## src/rtl/sat_pkg.sv

```systemverilog
// Shared operation codes for the saturating arithmetic unit.
package sat_pkg;
    typedef enum logic [1:0] {
        SAT_ADD  = 2'b00,
        SAT_SUB  = 2'b01,
        SAT_DBL  = 2'b10,
        WRAP_ADD = 2'b11
    } sat_op_e;
endpackage

```

## src/rtl/sat_addsub.sv

```systemverilog
// Signed add/subtract with overflow detection and clamping.
// Assumes two's complement operands of width W; W >= 2.
module sat_addsub #(
    parameter int W = 32
) (
    input  logic [W-1:0] a,
    input  logic [W-1:0] b,
    input  logic         sub,
    output logic [W-1:0] wrapped,
    output logic [W-1:0] clamped,
    output logic         ovf
);
    localparam logic [W-1:0] POS_LIM = {1'b0, {(W-1){1'b1}}};
    localparam logic [W-1:0] NEG_LIM = {1'b1, {(W-1){1'b0}}};

    logic signs_differ;
    logic sign_flip;

    // Raw sum or difference and the overflow condition for each direction.
    always_comb begin
        wrapped      = sub ? (a - b) : (a + b);
        signs_differ = a[W-1] ^ b[W-1];
        sign_flip    = wrapped[W-1] ^ a[W-1];
        ovf          = sign_flip & (sub ? signs_differ : ~signs_differ);
    end

    // Pick the limit nearest to the true result on overflow.
    always_comb begin
        if (ovf) clamped = a[W-1] ? NEG_LIM : POS_LIM;
        else     clamped = wrapped;
    end
endmodule

```

## src/rtl/sat_double.sv

```systemverilog
// Saturating doubling of a signed value by threshold test on the input.
// Assumes W >= 3. The lower threshold is inclusive, so -2^(W-2) counts as saturation.
module sat_double #(
    parameter int W = 32
) (
    input  logic [W-1:0] a,
    output logic [W-1:0] y,
    output logic         sat
);
    localparam logic [W-1:0] POS_LIM = {1'b0, {(W-1){1'b1}}};
    localparam logic [W-1:0] NEG_LIM = {1'b1, {(W-1){1'b0}}};

    logic hi_hit;
    logic lo_hit;

    // Threshold tests: a >= 2^(W-2) and a <= -2^(W-2).
    always_comb begin
        hi_hit = ~a[W-1] & a[W-2];
        lo_hit = a[W-1] & (~a[W-2] | (a[W-3:0] == '0));
        sat    = hi_hit | lo_hit;
    end

    // Output selection between limits and the plain shift.
    always_comb begin
        if (hi_hit)      y = POS_LIM;
        else if (lo_hit) y = NEG_LIM;
        else             y = {a[W-2:0], 1'b0};
    end
endmodule

```

## src/rtl/sat_sticky.sv

```systemverilog
// Sticky saturation flag: set by events, cleared only by reset or clear.
// A set in the same cycle as a clear leaves the flag set.
module sat_sticky (
    input  logic clk,
    input  logic rst_n,
    input  logic clr,
    input  logic set,
    output logic q
);
    // Flag register with clear-then-set ordering.
    always_ff @(posedge clk) begin
        if (!rst_n) q <= 1'b0;
        else        q <= (q & ~clr) | set;
    end
endmodule

```

## src/rtl/sat_alu.sv

```systemverilog
// Top of the saturating arithmetic unit. It selects among the add/subtract
// and doubling paths, registers the result on valid, and feeds overflow
// events to the sticky flag. Inputs are expected synchronous to clk.
module sat_alu
    import sat_pkg::*;
#(
    parameter int W = 32
) (
    input  logic         clk,
    input  logic         rst_n,
    input  logic         in_valid,
    input  logic [1:0]   op,
    input  logic [W-1:0] a,
    input  logic [W-1:0] b,
    input  logic         q_clr,
    output logic [W-1:0] result,
    output logic         q_flag
);
    sat_op_e      op_e;
    logic [W-1:0] as_wrap, as_clamp, dbl_y;
    logic         as_ovf, dbl_sat;
    logic [W-1:0] next_res;
    logic         event_hit;

    assign op_e = sat_op_e'(op);

    sat_addsub #(.W(W)) addsub_i (
        .a       (a),
        .b       (b),
        .sub     (op_e == SAT_SUB),
        .wrapped (as_wrap),
        .clamped (as_clamp),
        .ovf     (as_ovf)
    );

    sat_double #(.W(W)) double_i (
        .a   (a),
        .y   (dbl_y),
        .sat (dbl_sat)
    );

    // Result and event selection by operation.
    always_comb begin
        unique case (op_e)
            SAT_ADD, SAT_SUB: begin next_res = as_clamp; event_hit = as_ovf;  end
            SAT_DBL:          begin next_res = dbl_y;    event_hit = dbl_sat; end
            default:          begin next_res = as_wrap;  event_hit = as_ovf;  end
        endcase
    end

    // Result register, loaded only on a valid strobe.
    always_ff @(posedge clk) begin
        if (!rst_n)        result <= '0;
        else if (in_valid) result <= next_res;
    end

    sat_sticky flag_i (
        .clk   (clk),
        .rst_n (rst_n),
        .clr   (q_clr),
        .set   (in_valid & event_hit),
        .q     (q_flag)
    );
endmodule

```

## config.mk

```make
export PLATFORM = sky130hd
export DESIGN_NAME = sat_alu
export DESIGN_NICKNAME = d
export VERILOG_FILES = /design/src/rtl/sat_pkg.sv /design/src/rtl/sat_addsub.sv /design/src/rtl/sat_double.sv /design/src/rtl/sat_sticky.sv /design/src/rtl/sat_alu.sv
export SDC_FILE = /design/constraint.sdc
export NUM_CORES = 1
export LEC_CHECK = 0
export BUFFER_PORTS_ARGS = -buffer_cell sky130_fd_sc_hd__buf_2
export CELL_PAD_IN_SITES_DETAIL_PLACEMENT = 0
export CELL_PAD_IN_SITES_GLOBAL_PLACEMENT = 1
export CORE_ASPECT_RATIO = 0.9
export CORE_MARGIN = 1
export CORE_UTILIZATION = 37
export CTS_CLUSTER_SIZE = 8
export DETAILED_ROUTE_END_ITERATION = 8
export PLACE_DENSITY = 0.76
export SYNTH_ARGS = -nofsm -noshare
export SYNTH_HDL_FRONTEND = slang
export SYNTH_SLANG_ARGS = --single-unit
```

## constraint.sdc

```tcl
create_clock -name clk -period 9.1 [get_ports clk]
set_input_delay 0.455 -clock clk [delete_from_list [all_inputs] [get_ports clk]]
set_output_delay 0.455 -clock clk [all_outputs]
set_load 0.05 [all_outputs]
```

==> results by group <==
Status
  • Status: finished clean

Power and ir drop
  • Reg power frac: 0.224
  • Worst VDD drop: 0.0693 mV
  • Pleak: between 2 and 2.5 nW
  • Clock power share: 0.241
  • Switching share of power: 0.443
  • Switch Pwr: 0.333 mW
  • Total chip power: roughly 0.75 mW
  • Pwr dens: between 150 and 200 nW/um^2
  • Comb pwr share: 0.535
  • Pint: around 0.42 mW

GRT
  • First-pass GRT wire length: about 22000 um
  • Vias in the first global route: about 4200
  • Largest net degree at the start of global routing: between 60 and 70
  • GR Overflow Total: 0
  • Initial antenna violation count: 0
  • Total GRT Usage: 0.237

Layout
  • Final Instance Area: between 4000 and 5000 um^2
  • Share of layout cells above drive strength 1: 0.192
  • Area growth syn-to-layout: 17.6%
  • Fin cells: a little over 800
  • Final core utilization: 0.449
  • Antenna diode count: 0
  • NumNets Final: 765

Clock tree
  • CTS Hold Bufs: 0
  • PostCTS Resize Cnt: 0
  • Root Driver: clkbuf_16
  • Clock transition at path regs: roughly 60 ps
  • Setup bufs post-CTS: 0
  • CTS tree: built
  • H-tree levels: 2
  • CTS Buffer Depth: 2
  • Sink Count: 33
  • TritonCTS buffer count: 5
  • Skew-Pair Late Insertion Delay: 270 ps

Yosys
  • Post-synthesis sequential area ratio: 0.159
  • Area leader, netlist: dfxtp_1
  • Main synth FF type: dfxtp_1
  • Synth unique cells: slightly below 60
  • Post-Syn Area: between 4000 and 5000 um^2
  • Most frequent cell after synthesis: o21ai_0
  • Area contributors post-synth: dfxtp_1 (16%), o21ai_0 (12%), ha_1 (9.6%)
  • Syn Nets: approximately 690
  • Ys async rst share: 0
  • Syn_area_per_cell: roughly 7 um^2
  • FF+latch count, synth: 33
  • Commonest cells in the synthesized netlist: o21ai_0 (96), a21oi_1 (45), nor2_1 (38), xnor2_1 (38), nand2_1 (37)
  • Post-synth top area share: 0.159
  • Syn Inst Count: roughly 580
  • Ys Warns: 0
  • Post-synth EDFFs: 0

Critical path
  • WP data required: slightly above 9000 ps
  • WP buf/inv: 1
  • Crit-path leading delay family: simple AND/OR/NAND/NOR gates
  • Critical path's slowest cell: and2_1
  • Critical Path Sink Type: register
  • Critical Path AT: about 5400 ps
  • Crit start category: input pin
  • Worst-path maximum fanout: 25
  • Slowest cell delay on critical path: 880 ps
  • Crit Path Category: input pin to register
  • Worst path cell trace: buf_2, nor4_2, and2_1, and3b_1, nand2_1, nor3_1, a21oi_1, xnor2_1, ha_1, a21oi_1, o21ai_0, nor2_1, nand2_1, o21ai_0, xnor2_2, and2_1, o21ai_1, a31oi_1

Detailed routing
  • Remaining DRCs: 0
  • Via density: around 5.7
  • Vias: between 4000 and 5000
  • Post-route ant nets: 0
  • Initial drt markers: roughly 330
  • WL final: between 10000 and 15000 um
  • DR WL/cell: 17.1 um
  • DRT Pass-1 Iters: 5

Placement
  • DPL Wire Length: ~11000 um
  • Placed insts: roughly 810
  • # port buffers: roughly 100
  • Pre-CTS setup slack: approximately 3700 ps
  • Final GP Congestion: ~0.91
  • Placed Area: 4740 um^2

STA
  • Max frequency: 191 MHz
  • Slew Limit Headroom: 0.258
  • Max Slew Vio Count: 0
  • Crit share post-route: 0.577
  • Hold slack: around 450 ps
  • Fin crit period: approximately 5200 ps
  • Slew @ Worst Pin: ~1100 ps
  • Fin Setup TNS: 0 ps
  • Setup Skew: 0 ps
  • Final worst setup slack: 3850 ps
  • RSZ-0062 raised after global routing: false
  • Final setup fails: 0
  • Hold Fails Final Rpt: 0

Die
  • Die X: between 100 and 150 um
  • DIE AREA: around 12000 um^2
  • DIE HEIGHT: between 100 and 150 um
  • Initial Util: 0.382
  • Floorplan row count: 36
  • I/O Pins: roughly 100
  • Core area: roughly 11000 um^2

Flow run
  • Total of max-cap violations: 0

Hold path
  • Hold Crit Class: input pin to register
## path summary, 6_finish.rpt
check	cells after the start	slack, ps	start	to
worst max-delay path	18	3850	b[4]	result[14]
worst min-delay path	3	450	q_clr	flag_i.q
worst max register to register	2	8350	result[31]	result[31]
worst min register to register	2	480	flag_i.q	flag_i.q
## power groups by stage
stage / clock [mW] / combinational, mW / sequential [mW]
global placement: 0 / 0.394 / 0.171
floorplan: 0 / 0.240 / 0.226
finish: 0.181 / 0.402 / 0.168
CTS: 0.184 / 0.398 / 0.168
detailed placement: 0 / 0.396 / 0.172
global route: 0.190 / 0.439 / 0.170
## area by class of cell
class                      instances  area, um^2
fill                            1172        6010
clock buffer                       7         153
sequential                        33         661
clock inverter                     1        5.00
timing repair buffer             105         533
inverter                          18        67.6
multi-input combinational        499        3290
tap                              152         190
## metal layers
layer | wire (um) | share of wire | GRT usage
met4 | 99 | 0.0071 | 0.0380
met2 | 5900 | 0.42 | 0.377
met1 | 7060 | 0.51 | 0.351
met3 | 913 | 0.065 | 0.0247
met5 | 0 | 0 | 0
## cells by family after synthesis
family | synth area share
AO/OA/AOI/OAI | 0.358
adder cells (fa/ha/maj) | 0.101
buffers and inverters | 0.0520
multiplexers | 0.00962
flip-flops | 0.159
AND/OR/NAND/NOR | 0.192
XOR/XNOR | 0.128
## layout by cell type, fill, tap and decap left out, drive strengths merged, types with 5 or more instances in the layout
| cell type | instances |
|---|---|
| a211oi | 8 |
| a21boi | 5 |
| a21o | 10 |
| a21oi | 45 |
| a31oi | 27 |
| a41oi | 6 |
| and2 | 9 |
| buf | 105 |
| clkbuf | 7 |
| dfxtp | 33 |
| ha | 32 |
| inv | 18 |
| nand2 | 37 |
| nand2b | 8 |
| nand3 | 7 |
| nand4 | 5 |
| nor2 | 39 |
| nor3 | 14 |
| nor4 | 12 |
| o211ai | 5 |
| o21ai | 114 |
| o21bai | 7 |
| o31ai | 5 |
| xnor2 | 39 |
| xor2 | 21 |
## tightest hold or removal path: stages
cell      delay (ps)
buf_2             70
nand2b_1          80
a21boi_0          70
## flip-flops by register name, summed over array words and instances (netlist names)
signal / flops
flag_i.q: 1
result: 32
No activity file was read; power rests on OpenSTA's default activity.
